[src/rtl/sqcar_mod.sv]
module sqcar_mod #(
  parameter int CAR_K   = 2,
  parameter int ALT_K   = 1,
  parameter int BIT_LEN = 32
) (
  input  logic              clk,
  input  logic              rst_n,
  input  logic [2:0]        mode,
  input  logic              data_in,
  input  logic [7:0]        msg,
  output logic              bit_req,
  output logic signed [8:0] sample
);
  localparam int PA   = 8 * CAR_K;
  localparam int PB   = 8 * ALT_K;
  localparam int AW   = $clog2(PA);
  localparam int BW   = $clog2(PB);
  localparam int SYM2 = 2 * BIT_LEN;
  localparam int SW   = $clog2(SYM2);

  localparam logic [2:0] M_AM   = 3'd0;
  localparam logic [2:0] M_ASK  = 3'd1;
  localparam logic [2:0] M_BPSK = 3'd2;
  localparam logic [2:0] M_FSK  = 3'd3;
  localparam logic [2:0] M_QPSK = 3'd4;
  localparam logic [2:0] M_IDLE = 3'd7;

  localparam logic signed [8:0] AMP = 9'sd127;

  logic [AW-1:0] ca;
  logic [BW-1:0] cb;
  logic [SW-1:0] st;
  logic [2:0]    ld_mode, act_mode;
  logic          ld_b1, ld_b0, act_b1, act_b0, act_v;
  logic          sym_last, data_mode, pos_a, pos_b;
  logic [31:0]   off_a;
  logic signed [8:0] msg_s;

  function automatic logic pos_half(input logic [31:0] s, input logic [31:0] per);
    logic [31:0] w;
    w = (s >= per) ? s - per : s;
    return w < (per >> 1);
  endfunction

  assign sym_last  = (act_mode == M_QPSK) ? (st == SW'(SYM2 - 1)) : (st == SW'(BIT_LEN - 1));
  assign data_mode = (mode != M_AM) && (mode <= M_QPSK);
  assign bit_req   = rst_n && (((st == '0) && data_mode) ||
                               ((st == SW'(1)) && (ld_mode == M_QPSK)));

  always_ff @(posedge clk or negedge rst_n) begin
    if (!rst_n) begin
      ca       <= '0;
      cb       <= '0;
      st       <= '0;
      ld_mode  <= M_IDLE;
      ld_b1    <= 1'b0;
      ld_b0    <= 1'b0;
      act_mode <= M_IDLE;
      act_b1   <= 1'b0;
      act_b0   <= 1'b0;
      act_v    <= 1'b0;
    end else begin
      ca <= (ca == AW'(PA - 1)) ? '0 : ca + 1'b1;
      cb <= (cb == BW'(PB - 1)) ? '0 : cb + 1'b1;
      st <= sym_last ? '0 : st + 1'b1;
      if (st == '0) begin
        ld_mode <= mode;
        ld_b1   <= data_in;
      end
      if ((st == SW'(1)) && (ld_mode == M_QPSK))
        ld_b0 <= data_in;
      if (sym_last) begin
        act_mode <= ld_mode;
        act_b1   <= ld_b1;
        act_b0   <= ld_b0;
        act_v    <= 1'b1;
      end
    end
  end

  always_comb begin
    off_a = '0;
    if (act_mode == M_BPSK && !act_b1)
      off_a = 32'(4 * CAR_K);
    else if (act_mode == M_QPSK) begin
      case ({act_b1, act_b0})
        2'b00:   off_a = 32'(CAR_K);
        2'b01:   off_a = 32'(3 * CAR_K);
        2'b11:   off_a = 32'(5 * CAR_K);
        default: off_a = 32'(7 * CAR_K);
      endcase
    end
  end

  assign pos_a = pos_half(32'(ca) + off_a, 32'(PA));
  assign pos_b = pos_half(32'(cb), 32'(PB));
  assign msg_s = $signed({1'b0, msg});

  always_comb begin
    sample = '0;
    if (act_v) begin
      case (act_mode)
        M_AM:   sample = pos_a ? msg_s : -msg_s;
        M_ASK:  sample = act_b1 ? (pos_a ? AMP : -AMP) : '0;
        M_BPSK: sample = pos_a ? AMP : -AMP;
        M_FSK:  sample = (act_b1 ? pos_a : pos_b) ? AMP : -AMP;
        M_QPSK: sample = pos_a ? AMP : -AMP;
        default: sample = '0;
      endcase
    end
  end
endmodule

[config.mk]
export PLATFORM = sky130hd
export DESIGN_NAME = sqcar_mod
export DESIGN_NICKNAME = d
export VERILOG_FILES = /design/src/rtl/sqcar_mod.sv
export SDC_FILE = /design/constraint.sdc
export NUM_CORES = 1
export LEC_CHECK = 0
export ABC_AREA = 1
export ABC_CLOCK_PERIOD_IN_PS = 6850
export BUFFER_PORTS_ARGS = -buffer_cell sky130_fd_sc_hd__buf_2
export CAP_MARGIN = 5
export CORE_MARGIN = 1
export CORE_UTILIZATION = 50
export CTS_BUF_LIST = sky130_fd_sc_hd__clkbuf_16
export DETAILED_ROUTE_END_ITERATION = 10
export PLACE_DENSITY = 0.74
export SLEW_MARGIN = 40
export SYNTH_ARGS = -nofsm -noshare
export SYNTH_HDL_FRONTEND = slang
export SYNTH_SLANG_ARGS = --single-unit
[constraint.sdc]
create_clock -name clk -period 6.85 [get_ports clk]
set_clock_uncertainty 0.1 [all_clocks]
set_input_delay 1.7125 -clock clk [delete_from_list [all_inputs] [get_ports clk]]
set_output_delay 1.7125 -clock clk [all_outputs]
set_load 0.05 [all_outputs]
### Word-level counts from Yosys, hierarchy flattened

Cells that the tools add are included.
W data, S select, Z words.

* flip-flop bits (word level): 24
* bits in latches: 0
* RAM bits: 0
* bits in read-only memories: 0
* bits of input ports: 14
* output and inout port bits: 10
* word-level logic and storage cells: 59
* memories kept: 0

* $add $sub $neg: 6
* multipliers: 0
* divide/modulo/power cells: 0
* order comparisons: 4
* equal/unequal tests: 12
* shift operators: 0
* mux-type cells: 15
* bitwise gates (word level): 0
* reduce and logical (&&, ||, !) cells: 12

Operators with widths (count)
* $mux W9: 5
* $pmux W9 S4: 1
* $add A4 B32 Y32: 1
* $ge A32 B5 Y1 const B: 1
* $lt A32 B4 Y1 const B: 1
* $mux W32: 1
* $sub A32 B5 Y32 const B: 1
* $mux W4: 3
* $pmux W4 S3: 1
* $eq A3 B3 Y1 const B: 3
* $neg A8 Y9: 1
* $add A6 B1 Y6 const B: 1
* $eq A3 B2 Y1 const B: 2
* $eq A6 B1 Y1 const B: 1
* $eq A6 B5 Y1 const B: 1
* $eq A6 B6 Y1 const B: 1
* $logic_not A6 Y1: 1
* $mux W6: 1
* $logic_and A1 B1 Y1: 5
* $add A4 B1 Y4 const B: 1
* $eq A4 B4 Y1 const B: 1
* $add A3 B1 Y3 const B: 1
* $eq A3 B1 Y1 const B: 1
* $le A3 B3 Y1 const B: 1
* other kinds (11): 12

### Logic depth before layout (Yosys ltp)

Gate-level depths: netlist of run 1.

* depth in word-level cells: 12
* gate-level depth with buffers: 15
* gate-level depth less buffers: 15

### Worst setup path before layout of run 1

No wires, ideal clock.

* kind: input to output
* start: in msg[0]
* end: out sample[0]
* arrival: 3000 ps
* required time: 5037 ps
* setup slack: 2037 ps
* cell stages on the path: 2
* buffers on the path: 0
* path through: nand2_1 -> a221oi_1

* longest elaborated chain between the ends: 4

RTL lines
* start, declared: RTL line 10 `input logic [7:0] msg,`
* $neg A8 Y9: RTL line 103 `M_AM: sample = pos_a ? msg_s : -msg_s;`
* $mux W9 (*): RTL line 103
* $pmux W9 S4 (*): RTL line 102 `case (act_mode)`
* $mux W9 (*): RTL line 101 `if (act_v) begin`
* end, declared: RTL line 12 `output logic signed [8:0] sample`

Every way passes the cells marked *; elsewhere a longest branch is shown, timed or not.

### Final worst setup path of run 1

* start: in msg[3]
* end: out sample[8]

* longest elaborated chain between the ends: 4

RTL lines (RTL line)
* $neg A8 Y9: 103
* $mux W9: 103
* $pmux W9 S4: 102
* $mux W9: 101

No other way between the ends.

==> results of run 1 <==
per-layer routing:
metal | GRT usage | wire length (um) | part of all wire
met1 | 0.2392 | 1540 | 0.50
met2 | 0.2998 | 1383 | 0.45
met3 | 0.02772 | 87 | 0.028
met4 | 0.09740 | 60 | 0.020
met5 | 0 | 0 | 0
critical path, cell delays in order:
cell and delay [ns]:
sky130_fd_sc_hd__buf_2 0.11, sky130_fd_sc_hd__nor2_1 0.25, sky130_fd_sc_hd__nand3_1 0.14, sky130_fd_sc_hd__nor3_1 0.21
sky130_fd_sc_hd__nor2_1 0.07, sky130_fd_sc_hd__nand2_1 0.06, sky130_fd_sc_hd__nand3_1 0.08, sky130_fd_sc_hd__nand2_1 0.06
sky130_fd_sc_hd__inv_1 0.04, sky130_fd_sc_hd__buf_2 0.20
per-stage QoR:
step                hold WS (ns)  setup WS [ns]  total power (W)
global placement          0.3218          2.141        0.0002213
global route              0.3491          1.880        0.0003609
detailed placement        0.3254          2.104        0.0002218
finish                    0.3312          2.102        0.0003428
CTS                       0.3329          2.101        0.0003467
floorplan                 0.3031          2.037        0.0002028
worst paths after layout:
kind | from | to | slack [ns] | cells after the start
hold / removal | cb[0] | cb[0] | 0.33 | 1
min in group asynchronous | rst_n | st[2] | 1.33 | 1
setup reg to reg | act_mode[2] | st[3] | 4.88 | 7
max in group asynchronous | rst_n | act_mode[1] | 4.95 | 1
hold reg to reg | cb[0] | cb[0] | 0.33 | 1
setup / recovery | msg[3] | sample[8] | 2.10 | 10
synthesized netlist by cell type (2+ instances only):
cell type                 instances  area [um^2]
sky130_fd_sc_hd__ha_1            11        137.6
sky130_fd_sc_hd__inv_1           42        157.7
sky130_fd_sc_hd__nand3_1         31        155.2
sky130_fd_sc_hd__dfstp_2          6        157.7
sky130_fd_sc_hd__nand3_2          2        20.02
sky130_fd_sc_hd__nand2_2          3        18.77
sky130_fd_sc_hd__nand2_4          3        33.78
sky130_fd_sc_hd__xor2_1           7        61.31
sky130_fd_sc_hd__nand4_1          3        18.77
sky130_fd_sc_hd__dfrtp_1         18        450.4
sky130_fd_sc_hd__a21oi_1          2        10.01
sky130_fd_sc_hd__o21ai_2          5        43.79
sky130_fd_sc_hd__nor3_1           3        15.01
sky130_fd_sc_hd__nand2_1         48        180.2
sky130_fd_sc_hd__nor2_1          18        67.56
sky130_fd_sc_hd__nand3_4          2        35.03
sky130_fd_sc_hd__o21ai_0          9        45.04
state kept, by name, indices dropped and copies added (netlist names):
name / count
ld_b0: 1
st: 6
ld_mode: 3
ca: 4
act_b1: 1
act_mode: 3
act_v: 1
act_b0: 1
cb: 3
ld_b1: 1
cell families after synthesis:
kind of cell    Yosys count  share of synthesized area
compound gates           21                    0.07864
xor+xnor                  7                    0.03535
fa+ha+maj                11                    0.07936
buf+inv                  46                     0.1075
flops                    24                     0.3506
simple gates            120                     0.3485
power by group through the flow:
| stage | clock network [W] | registers [W] | logic (W) |
|---|---|---|---|
| after floorplan | 0 | 0.000151 | 0.0000516 |
| after global placement | 0 | 0.000152 | 0.0000695 |
| after detailed placement | 0 | 0.000152 | 0.0000699 |
| after CTS | 0.000127 | 0.000149 | 0.0000702 |
| after global routing | 0.000133 | 0.000150 | 0.0000784 |
| final | 0.000123 | 0.000149 | 0.0000699 |
area by class of cell:
| type | count | area, um^2 | share of cell area |
|---|---|---|---|
| sequential | 24 | 608.1 | 0.3088 |
| timing repair buffer | 23 | 115.1 | 0.05845 |
| tap | 46 | 57.56 | 0.02922 |
| clock inverter | 1 | 3.754 | 0.001906 |
| clock buffer | 3 | 75.07 | 0.03812 |
| inverter | 44 | 167.7 | 0.08513 |
| multi-input combinational | 159 | 942.2 | 0.4784 |
==> results_tabular.tex, run 1 <==
\begin{tabular}{lr}
\hline
Metric & Value \\
\hline
\multicolumn{2}{l}{\textbf{Status}} \\
Outcome & finished, final reports clean \\
\multicolumn{2}{l}{\textbf{Place}} \\
Instance area at placement & about 1900 um\^{}2 \\
HPWL after detailed placement & around 2400 um \\
Placer Congestion & 0.7958 \\
IO buf count & 23 \\
Placed Cells incl. Taps & between 200 and 300 \\
\multicolumn{2}{l}{\textbf{Die}} \\
Horizontal extent of the die & 60.89 um \\
Die height & 60.89 um \\
Effective utilization at floorplan & 0.5197 \\
Count of pins on the block boundary & 24 \\
Site Rows & 21 \\
Overall die area & $\sim$3700 um\^{}2 \\
Core Area & 3337 um\^{}2 \\
\multicolumn{2}{l}{\textbf{Setup path}} \\
Startpoint class of the critical path & primary input \\
Required time at the worst-slack endpoint & around 5.0 ns \\
Class of the most critical setup path & in -> out \\
Critical path peak fanout & 5 \\
Worst path arrival time & $\sim$2.9 ns \\
CP endpoint kind & output port \\
\multicolumn{2}{l}{\textbf{Clock network}} \\
Number of H-tree levels & 1 \\
TritonCTS clock tree & built \\
PostCTS Resize Cnt & 0 \\
Clock root buffer master & sky130\_fd\_sc\_hd\_\_clkbuf\_16 \\
Clock sink count & 24 \\
CTS Buf Count & 3 \\
Clock latency on the worst-skew pair & 0.26 ns \\
CTS Buffer Depth & 2 \\
Post-CTS Hold Buffers & 0 \\
Clock transition at the registers of the reported paths & approximately 0.060 ns \\
Post-CTS setup-driven buffer insertion count & 0 \\
\multicolumn{2}{l}{\textbf{Layout}} \\
Fraction of layout instances using a drive strength above 1 & 0.2165 \\
Layout Nets & between 200 and 300 \\
Layout overhead on the synthesized area & 13.56\% \\
Final std cell area, no fill & 1969 um\^{}2 \\
Filler Cell Count & around 330 \\
Utilization after layout & 0.5902 \\
Final standard cell count with taps included and fillers excluded & 300 \\
Commonest cells after routing, fill and taps aside & sky130\_fd\_sc\_hd\_\_nand2\_1 (48), sky130\_fd\_sc\_hd\_\_inv\_1 (42), sky130\_fd\_sc\_hd\_\_nand3\_1 (31), sky130\_fd\_sc\_hd\_\_buf\_2 (23), sky130\_fd\_sc\_hd\_\_dfrtp\_1 (18) \\
\# diodes & 0 \\
Most common cell after layout, fill and taps aside & sky130\_fd\_sc\_hd\_\_nand2\_1 \\
\multicolumn{2}{l}{\textbf{Synthesis}} \\
Number of unique standard cell types used by synthesis & 33 \\
Post-Synthesis Mean Instance Area & about 7.6 um\^{}2 \\
Post-Synthesis Cells & roughly 230 \\
Number of nets produced by synthesis & 254 \\
Top FF cell, synth & sky130\_fd\_sc\_hd\_\_dfrtp\_1 \\
Part of the Yosys area used for sequential elements & 0.3506 \\
Mapped cell area & approximately 1700 um\^{}2 \\
Flip-flop and latch count after synthesis & 24 \\
Number of enable flip-flop cells after synthesis & 0 \\
Synth Warn \# & 0 \\
Async S/R FF share, synth & 1.000 \\
\multicolumn{2}{l}{\textbf{Power}} \\
Sw Ratio & 0.2875 \\
Power density relative to cell area & roughly 170 nW/um\^{}2 \\
Comb power frac & 0.204 \\
Internal power & 0.0002443 W \\
Reported leakage power & 1.109 nW \\
Part of the total power dissipated in the clock network & 0.360 \\
Maximum VDD drop & 0.1219 mV \\
Flop pwr share & 0.436 \\
Sw power & a little under 0.0001 W \\
\multicolumn{2}{l}{\textbf{Min path}} \\
Min-Delay Path Class & reg -> reg \\
\multicolumn{2}{l}{\textbf{Timing}} \\
Part of the cycle the worst path needs & 0.6932 \\
Worst slew pin tran & about 0.62 ns \\
Number of pins with negative max-slew slack in the final report & 0 \\
F\_max & approximately 210 MHz \\
Setup TNS & 0 ns \\
Relative slew slack & 0.5869 \\
Setup repair after global routing missed its margin & no \\
Final Critical Period & around 4.7 ns \\
Final number of hold-violating endpoints & 0 \\
Total of endpoints with negative setup slack in the final report & 0 \\
\multicolumn{2}{l}{\textbf{Global route}} \\
Remaining Overflow, GRT & 0 \\
First-pass GRT wire length & 5126 um \\
Via count of the first global-routing pass & $\sim$1.3k \\
Largest net degree at the start of global routing & 26 \\
Number of antenna violations at the first check in global routing & 0 \\
Global Route Usage Sum & 0.1849 \\
\multicolumn{2}{l}{\textbf{Routing}} \\
Post-route ant nets & 0 \\
Final Routed Wirelength & about 3100 um \\
Detailed-routing iteration count for the pre-antenna-repair pass & 4 \\
Number of violations reported at the end of detailed-routing iteration 0 & 54 \\
Routed length per placed instance & about 10 um \\
Routed via count & between 1k and 1.5k \\
Detailed-route DRC error count & 0 \\
Vias per inst & roughly 4.8 \\
\multicolumn{2}{l}{\textbf{Job}} \\
Maximum capacitance violations & 0 \\
\hline
\end{tabular}
(Power assumes the default switching activity.)
==> run 2: changes to the inputs <==
--- a/config.mk
+++ b/config.mk
@@ -5,15 +5,15 @@
 export SDC_FILE = /design/constraint.sdc
 export NUM_CORES = 1
 export LEC_CHECK = 0
-export ABC_AREA = 1
-export ABC_CLOCK_PERIOD_IN_PS = 6850
+export ABC_AREA = 0
+export ABC_CLOCK_PERIOD_IN_PS = 4850
 export BUFFER_PORTS_ARGS = -buffer_cell sky130_fd_sc_hd__buf_2
 export CAP_MARGIN = 5
 export CORE_MARGIN = 1
 export CORE_UTILIZATION = 50
 export CTS_BUF_LIST = sky130_fd_sc_hd__clkbuf_16
 export DETAILED_ROUTE_END_ITERATION = 10
-export PLACE_DENSITY = 0.74
+export PLACE_DENSITY = 0.75
 export SLEW_MARGIN = 40
 export SYNTH_ARGS = -nofsm -noshare
 export SYNTH_HDL_FRONTEND = slang
==> constraint.sdc (replaced) <==
create_clock -name clk -period 4.85 [get_ports clk]
set_clock_uncertainty 0.1 [all_clocks]
set_input_delay 1.2125 -clock clk [delete_from_list [all_inputs] [get_ports clk]]
set_output_delay 1.2125 -clock clk [all_outputs]
set_load 0.05 [all_outputs]
==> run 2 against run 1 <==
  * Synthesized cell count shrank 28%
  * Count of clock-buffer cells in the layout did not move
  * Non-clock buffer count is 1 higher
  * Global-route usage grew 1.5 points
  * Via count is 11% lower
  * Utilization increased by 2.1 points
  * Largest power group unchanged
  * Critical endpoint is now sample[3]
  * Clock power grew 40%
  * Largest cell class unchanged
  * Total power is 35% higher
  * Sequential power grew 44%
  * The run now ends with DRC left
==> results_tabular.tex, run 2 <==
\begin{tabular}{lr}
\hline
Metric & Value \\
\hline
\multicolumn{2}{l}{\textbf{Status}} \\
Outcome & finished with violations \\
Failing checks & DRC \\
\multicolumn{2}{l}{\textbf{Global route}} \\
Remaining Overflow, GRT & 0 (unchanged) \\
Largest net degree at the start of global routing & 26 (unchanged) \\
Global Route Usage Sum & 0.2003 (+0.01538) \\
First-pass GRT wire length & 5140 um (+0.27\%) \\
Via count of the first global-routing pass & 1,273 (+1.7\%) \\
Number of antenna violations at the first check in global routing & 0 (unchanged) \\
\multicolumn{2}{l}{\textbf{Die}} \\
Overall die area & 3229 um\^{}2 (-13\%) \\
Core Area & 2805 um\^{}2 (-16\%) \\
Site Rows & 19 (-9.5\%) \\
Horizontal extent of the die & 56.82 um (-6.7\%) \\
Die height & 56.82 um (-6.7\%) \\
Effective utilization at floorplan & 0.5357 (+0.01600) \\
Count of pins on the block boundary & 24 (unchanged) \\
\multicolumn{2}{l}{\textbf{Clock network}} \\
Post-CTS Hold Buffers & 0 (unchanged) \\
Clock sink count & 24 (unchanged) \\
Number of H-tree levels & 1 (unchanged) \\
CTS Buf Count & 3 (unchanged) \\
PostCTS Resize Cnt & 0 (unchanged) \\
Clock transition at the registers of the reported paths & 0.05 ns (about the same) \\
CTS Buffer Depth & 2 (unchanged) \\
Clock latency on the worst-skew pair & 0.25 ns (about the same) \\
Clock root buffer master & sky130\_fd\_sc\_hd\_\_clkbuf\_16 \\
Post-CTS setup-driven buffer insertion count & 0 (unchanged) \\
TritonCTS clock tree & built \\
\multicolumn{2}{l}{\textbf{Timing}} \\
Relative slew slack & 0.6535 (+0.06657) \\
F\_max & approximately 220 MHz \\
Worst slew pin tran & 0.5198 ns (-0.09919 ns) \\
Final Critical Period & 4.506 ns \\
Final-layout worst hold slack & 0.3193 ns (-0.01197 ns) \\
Total of endpoints with negative setup slack in the final report & 0 (unchanged) \\
Part of the cycle the worst path needs & 0.9290 \\
Number of pins with negative max-slew slack in the final report & 0 (unchanged) \\
Setup repair after global routing missed its margin & no \\
Setup TNS & 0 ns (unchanged) \\
Final number of hold-violating endpoints & 0 (unchanged) \\
\multicolumn{2}{l}{\textbf{Setup path}} \\
Required time at the worst-slack endpoint & 3.54 ns (-1.50 ns) \\
Critical path peak fanout & 11 (+6) \\
Startpoint class of the critical path & flop \\
Reg-to-reg startpoint & act\_mode[2] \\
Setup slack of the worst register-to-register path & 3.08 ns (-1.80 ns) \\
Class of the most critical setup path & reg -> out \\
CP endpoint kind & output port \\
Capturing point of the worst reg2reg path & act\_b0 \\
Cell depth of the worst flop-to-flop path & 5 (-2) \\
Worst path arrival time & 3.19 ns (+0.25 ns) \\
\multicolumn{2}{l}{\textbf{Min path}} \\
Terminating pin of the worst hold path & cb[0] \\
Min-Delay Path Class & reg -> reg \\
Number of stages on the worst hold path & 1 (unchanged) \\
Worst min-delay path startpoint & cb[0] \\
\multicolumn{2}{l}{\textbf{Synthesis}} \\
Post-Synthesis Mean Instance Area & 9.107 um\^{}2 (+20\%) \\
Mapped cell area & 1503 um\^{}2 (-13\%) \\
Post-Synthesis Cells & 165 (-28\%) \\
Commonest cells in the synthesized netlist & sky130\_fd\_sc\_hd\_\_nand2\_1 (20), sky130\_fd\_sc\_hd\_\_dfrtp\_1 (18), sky130\_fd\_sc\_hd\_\_nor2\_1 (17) \\
Library cell with the largest summed area after synthesis & sky130\_fd\_sc\_hd\_\_dfrtp\_1 \\
Area share of the largest cell type after synthesis & 0.2998 (+0.04001) \\
Part of the Yosys area used for sequential elements & 0.4047 (+0.05401) \\
Number of unique standard cell types used by synthesis & 38 (+15\%) \\
Top FF cell, synth & sky130\_fd\_sc\_hd\_\_dfrtp\_1 \\
Synth Warn \# & 0 (unchanged) \\
Flip-flop and latch count after synthesis & 24 (unchanged) \\
Number of nets produced by synthesis & 190 (-25\%) \\
Most common cell in the synthesized netlist & sky130\_fd\_sc\_hd\_\_nand2\_1 \\
Cells taking the most area after synthesis & sky130\_fd\_sc\_hd\_\_dfrtp\_1 (30\%), sky130\_fd\_sc\_hd\_\_dfstp\_2 (10\%), sky130\_fd\_sc\_hd\_\_ha\_1 (9.2\%), sky130\_fd\_sc\_hd\_\_nand2\_1 (5.0\%), sky130\_fd\_sc\_hd\_\_nor2\_1 (4.2\%) \\
Number of enable flip-flop cells after synthesis & 0 (unchanged) \\
Async S/R FF share, synth & 1.000 (unchanged) \\
\multicolumn{2}{l}{\textbf{Routing}} \\
Detailed-routing iteration count for the pre-antenna-repair pass & 7 (+3) \\
Final Routed Wirelength & 2882 um (-6.2\%) \\
Routed length per placed instance & 13.22 um (+29\%) \\
Number of violations reported at the end of detailed-routing iteration 0 & 93 (+72\%) \\
Vias per inst & 5.821 (+22\%) \\
Post-route ant nets & 0 (unchanged) \\
Routed via count & 1,269 (-11\%) \\
Detailed-route DRC error count & 4 (+4) \\
\multicolumn{2}{l}{\textbf{Layout}} \\
Filler Cell Count & 249 (-24\%) \\
Leading registers by flop count & st: 6 flops, ca: 4 flops \\
\# diodes & 0 (unchanged) \\
Register containing the most flip-flops in the final layout & st \\
Most common cell after layout, fill and taps aside & sky130\_fd\_sc\_hd\_\_buf\_2 \\
Fraction of layout instances using a drive strength above 1 & 0.2193 (+0.002716) \\
Layout overhead on the synthesized area & 14.16\% \\
Layout Nets & 213 (-24\%) \\
Commonest cells after routing, fill and taps aside & sky130\_fd\_sc\_hd\_\_buf\_2 (23), sky130\_fd\_sc\_hd\_\_nand2\_1 (20), sky130\_fd\_sc\_hd\_\_dfrtp\_1 (18), sky130\_fd\_sc\_hd\_\_nor2\_1 (17), sky130\_fd\_sc\_hd\_\_ha\_1 (11) \\
Flip-flop count of the largest register, all copies and words added & 6 (unchanged) \\
Utilization after layout & 0.6115 (+0.02133) \\
Final std cell area, no fill & 1715 um\^{}2 (-13\%) \\
\multicolumn{2}{l}{\textbf{Power}} \\
Reported leakage power & 0.7849 nW (-29\%) \\
Total Power & 0.0004623 W (+35\%) \\
Power density relative to cell area & 269.5 nW/um\^{}2 (+55\%) \\
Maximum VDD drop & 0.1617 mV (+33\%) \\
\multicolumn{2}{l}{\textbf{Place}} \\
HPWL after detailed placement & 2184 um (-9.7\%) \\
Instance area at placement & 1632 um\^{}2 (-14\%) \\
IO buf count & 23 (unchanged) \\
Placer Congestion & 0.7951 (about the same) \\
\multicolumn{2}{l}{\textbf{Job}} \\
Maximum capacitance violations & 0 (unchanged) \\
\hline
\end{tabular}
run 2: cell count changes after synthesis, moves of 4 or more:
cell | before | now
sky130_fd_sc_hd__o31a_1 | 0 | 4
sky130_fd_sc_hd__a21oi_1 | 2 | 9
sky130_fd_sc_hd__inv_1 | 42 | 6
sky130_fd_sc_hd__o21ai_2 | 5 | 1
sky130_fd_sc_hd__nor3b_1 | 0 | 4
sky130_fd_sc_hd__nand3_1 | 31 | 9
sky130_fd_sc_hd__nand2_1 | 48 | 20
sky130_fd_sc_hd__mux2_2 | 0 | 5
sky130_fd_sc_hd__nor4_1 | 0 | 5
run 2: layout make-up:
cell class / instances / area [um^2] / area share
sequential: 24 / 608.1 / 0.3545
inverter: 6 / 22.52 / 0.01313
timing repair buffer: 24 / 122.6 / 0.07148
multi-input combinational: 129 / 844.6 / 0.4923
clock buffer: 3 / 75.07 / 0.04376
tap: 31 / 38.79 / 0.02261
clock inverter: 1 / 3.754 / 0.002188
run 2: kinds of logic (layout without fill, tap and decap cells):
group / after synthesis / in the layout / share of synthesized area
and+or+nand+nor: 73 / 73 / 0.2481
AOI/OAI and AO/OA: 32 / 32 / 0.1349
DFF: 24 / 24 / 0.4047
buffers and inverters: 12 / 34 / 0.03663
adders and majority gates: 11 / 11 / 0.09159
xor gates and xnor gates: 8 / 8 / 0.04663
muxes: 5 / 5 / 0.03747
run 2: where the power goes:
part	internal [W]	leakage, nW	switching [W]
clock network	0.000110	0.0385	0.0000618
registers	0.000207	0.283	0.00000690
logic	0.0000247	0.464	0.0000518
total	0.000342	0.785	0.000121
run 2: through the flow:
step,setup slack (ns),cells
floorplan,0.4595,165
CTS,0.3490,218
detailed placement,0.4950,214
global route,0.2067,218
finish,0.3444,218
global placement,0.6283,214
run 2: per-layer routing:
metal,global-route usage,vias to the layer above,routed length (um),share of wire
met2,0.3759,33,1472,0.51
met3,0.03456,10,99,0.034
met4,0.07317,0,61,0.021
li1,-,632,-,-
met1,0.2247,594,1249,0.43
met5,0,-,0,0
run 2: how the worst max path moves through the flow:
stage,start,end,slack (ns),depth (start not counted)
3_5_place_dp,msg[0],sample[6],0.49,9
5_1_grt,act_mode[2],sample[3],0.21,9
4_1_cts,act_mode[1],sample[3],0.35,10
3_3_place_gp,msg[0],sample[6],0.63,9
6_report,act_mode[1],sample[3],0.34,10
2_1_floorplan,act_mode[2],sample[3],0.46,10
run 2: critical path, cell delays in order (launching register included):
cell and delay (ns):
sky130_fd_sc_hd__dfstp_2 0.65, sky130_fd_sc_hd__nor3b_1 0.37, sky130_fd_sc_hd__nor2_1 0.09, sky130_fd_sc_hd__nor2_1 0.10
sky130_fd_sc_hd__ha_1 0.25, sky130_fd_sc_hd__nand3_1 0.09, sky130_fd_sc_hd__o21ai_2 0.14, sky130_fd_sc_hd__or2_1 0.29
sky130_fd_sc_hd__or4_1 0.51, sky130_fd_sc_hd__a31oi_1 0.17, sky130_fd_sc_hd__buf_2 0.28
==> run 3: changes to the inputs <==
--- a/config.mk
+++ b/config.mk
@@ -13,7 +13,10 @@
 export CORE_UTILIZATION = 50
 export CTS_BUF_LIST = sky130_fd_sc_hd__clkbuf_16
 export DETAILED_ROUTE_END_ITERATION = 10
+export GPL_ROUTABILITY_DRIVEN = 0
+export GPL_TIMING_DRIVEN = 0
 export PLACE_DENSITY = 0.75
+export SKIP_CTS_REPAIR_TIMING = 1
 export SLEW_MARGIN = 40
 export SYNTH_ARGS = -nofsm -noshare
 export SYNTH_HDL_FRONTEND = slang
==> run 3 against run 2 <==
  * The flow still finishes with violations (DRC)
  * Sequential share of layout area fell by 0.51 points
  * Clock power hardly changed
  * Die area unchanged
  * Hold slack gained 0.0075 ns
  * Maximum frequency decreased by 0.86%
  * Register-to-register slack improved by 0.04 ns
  * Final cell count increased by 2.3%
  * Critical path type unchanged
  * Largest cell class unchanged
==> results_tabular.tex, run 3 (synthesized netlist as in run 2, its figures left out) <==
\begin{tabular}{lr}
\hline
Metric & Value \\
\hline
\multicolumn{2}{l}{\textbf{Status}} \\
Outcome & finished with violations \\
Failing checks & DRC \\
\multicolumn{2}{l}{\textbf{Setup path}} \\
Startpoint class of the critical path & flop \\
Setup slack of the worst register-to-register path & 3.12 ns (+0.04 ns) \\
Reg-to-reg startpoint & act\_mode[1] \\
Cell depth of the worst flop-to-flop path & 6 (+1) \\
Launch point of the critical path & act\_mode[2] \\
Worst path arrival time & 3.23 ns (+0.04 ns) \\
Required time at the worst-slack endpoint & 3.54 ns (about the same) \\
Capturing point of the worst reg2reg path & act\_b0 \\
CP endpoint kind & output port \\
Class of the most critical setup path & reg -> out \\
Critical path peak fanout & 10 (-1) \\
\multicolumn{2}{l}{\textbf{Routing}} \\
Routed length per placed instance & 12.96 um (-2.0\%) \\
Detailed-route DRC error count & 4 (unchanged) \\
Routed via count & 1,254 (-1.2\%) \\
Post-route ant nets & 0 (unchanged) \\
Number of violations reported at the end of detailed-routing iteration 0 & 36 (-61\%) \\
Final Routed Wirelength & 2889 um (+0.24\%) \\
Detailed-routing iteration count for the pre-antenna-repair pass & 7 (unchanged) \\
Vias per inst & 5.623 (-3.4\%) \\
\multicolumn{2}{l}{\textbf{Global route}} \\
Global Route Usage Sum & 0.2074 (+0.007142) \\
Number of antenna violations at the first check in global routing & 0 (unchanged) \\
Via count of the first global-routing pass & 1,277 (+0.31\%) \\
Largest net degree at the start of global routing & 26 (unchanged) \\
First-pass GRT wire length & 5333 um (+3.8\%) \\
Remaining Overflow, GRT & 0 (unchanged) \\
\multicolumn{2}{l}{\textbf{Die}} \\
Core Area & 2805 um\^{}2 (unchanged) \\
Site Rows & 19 (unchanged) \\
Die height & 56.82 um (unchanged) \\
Horizontal extent of the die & 56.82 um (unchanged) \\
Effective utilization at floorplan & 0.5357 (unchanged) \\
Overall die area & 3229 um\^{}2 (unchanged) \\
Count of pins on the block boundary & 24 (unchanged) \\
\multicolumn{2}{l}{\textbf{Layout}} \\
Final standard cell count with taps included and fillers excluded & 223 (+2.3\%) \\
Filler Cell Count & 252 (+1.2\%) \\
Commonest cells after routing, fill and taps aside & sky130\_fd\_sc\_hd\_\_buf\_2 (25), sky130\_fd\_sc\_hd\_\_nand2\_1 (20), sky130\_fd\_sc\_hd\_\_dfrtp\_1 (18), sky130\_fd\_sc\_hd\_\_nor2\_1 (17), sky130\_fd\_sc\_hd\_\_ha\_1 (11) \\
Fraction of layout instances using a drive strength above 1 & 0.2240 (+0.004707) \\
Most common cell after layout, fill and taps aside & sky130\_fd\_sc\_hd\_\_buf\_2 \\
Layout Nets & 218 (+2.3\%) \\
Flip-flop count of the largest register, all copies and words added & 6 (unchanged) \\
\# diodes & 0 (unchanged) \\
Leading registers by flop count & st: 6 flops, ca: 4 flops \\
Register containing the most flip-flops in the final layout & st \\
Layout overhead on the synthesized area & 15.82\% \\
\multicolumn{2}{l}{\textbf{Timing}} \\
Total of endpoints with negative setup slack in the final report & 0 (unchanged) \\
Setup TNS & 0 ns (unchanged) \\
F\_max & 220.0 MHz (-0.86\%) \\
Relative slew slack & 0.6559 (+0.002464) \\
Final number of hold-violating endpoints & 0 (unchanged) \\
Final Critical Period & 4.545 ns (+0.03899 ns) \\
Number of pins with negative max-slew slack in the final report & 0 (unchanged) \\
Setup repair after global routing missed its margin & no \\
Worst slew pin tran & 0.5161 ns (-0.003696 ns) \\
Part of the cycle the worst path needs & 0.9370 (+0.008039) \\
\multicolumn{2}{l}{\textbf{Clock network}} \\
Clock root buffer master & sky130\_fd\_sc\_hd\_\_clkbuf\_16 \\
CTS Buffer Depth & 2 (unchanged) \\
TritonCTS clock tree & built \\
CTS Buf Count & 3 (unchanged) \\
Number of H-tree levels & 1 (unchanged) \\
Clock sink count & 24 (unchanged) \\
Clock transition at the registers of the reported paths & 0.05 ns (about the same) \\
Clock latency on the worst-skew pair & 0.25 ns (about the same) \\
\multicolumn{2}{l}{\textbf{Job}} \\
Maximum capacitance violations & 0 (unchanged) \\
\multicolumn{2}{l}{\textbf{Min path}} \\
Terminating pin of the worst hold path & cb[0] \\
Min-Delay Path Class & reg -> reg \\
Number of stages on the worst hold path & 1 (unchanged) \\
Worst min-delay path startpoint & cb[0] \\
\multicolumn{2}{l}{\textbf{Place}} \\
Placed Cells incl. Taps & 219 (+2.3\%) \\
IO buf count & 23 (unchanged) \\
HPWL after detailed placement & 2140 um (-2.0\%) \\
\multicolumn{2}{l}{\textbf{Power}} \\
Power density relative to cell area & 266.9 nW/um\^{}2 (-0.96\%) \\
Maximum VDD drop & 0.2163 mV (+34\%) \\
Reported leakage power & 0.8022 nW (+2.2\%) \\
\hline
\end{tabular}
==> run 3: cell count changes in the layout (fill, tap and decap cells not counted), sizes merged <==
cell / delta
clkbuf: +3
inv: +1
clkinv: -1
buf: +2
==> run 3: how the worst max path moves through the flow <==
stage	to	slack, ns
global route	sample[2]	0.03
CTS	sample[1]	0.35
detailed placement	sample[6]	0.55
finish	sample[1]	0.31
global placement	sample[1]	0.65
floorplan	sample[3]	0.46
==> run 3: power by group <==
part / switching [W] / internal (W)
logic: 0.0000551 / 0.0000256
registers: 0.00000350 / 0.000207
clock network: 0.0000633 / 0.000110
==> run 3: stage by stage <==
step | instance area, um^2 | utilization | power [W] | worst slack, ns | hold slack [ns]
after floorplan | 1503 | - | 0.0002695 | 0.4595 | 0.3031
after global placement | 1657 | 0.5905 | 0.0002916 | 0.6523 | 0.3134
after detailed placement | 1657 | 0.5905 | 0.0002942 | 0.5520 | 0.3211
after CTS | 1735 | 0.6186 | 0.0004700 | 0.3504 | 0.3296
after global routing | 1740 | 0.6204 | 0.0004852 | 0.03184 | 0.3518
final | 1740 | 0.6204 | 0.0004645 | 0.3054 | 0.3268
==> run 3: critical path, stage by stage, from the launching register on <==
cell and delay [ns]:
sky130_fd_sc_hd__dfstp_2 0.53, sky130_fd_sc_hd__clkbuf_1 0.33, sky130_fd_sc_hd__nor3b_1 0.24, sky130_fd_sc_hd__nor2_1 0.06, sky130_fd_sc_hd__nor2_1 0.13, sky130_fd_sc_hd__ha_1 0.27
sky130_fd_sc_hd__a311oi_1 0.25, sky130_fd_sc_hd__buf_2 0.27, sky130_fd_sc_hd__nor2_1 0.13, sky130_fd_sc_hd__o22a_1 0.31, sky130_fd_sc_hd__a31oi_1 0.18, sky130_fd_sc_hd__buf_2 0.29
==> run 3: routing by layer <==
layer / track usage / wire (um) / vias up
met5: 0 / 0 / -
met4: 0.08711 / 37 / 0
met3: 0.02765 / 116 / 6
met2: 0.3724 / 1465 / 32
met1: 0.2474 / 1270 / 575
li1: - / - / 641
==> run 3: area by class of cell <==
class,count,area [um^2],area share
Buffer,6,32.53,0.01869
Clock buffer,3,75.07,0.04313
Clock inverter,1,3.754,0.002157
Inverter,6,22.52,0.01294
Multi-Input combinational cell,129,844.6,0.4853
Sequential cell,24,608.1,0.3494
Tap cell,31,38.79,0.02229
Timing Repair Buffer,23,115.1,0.06614
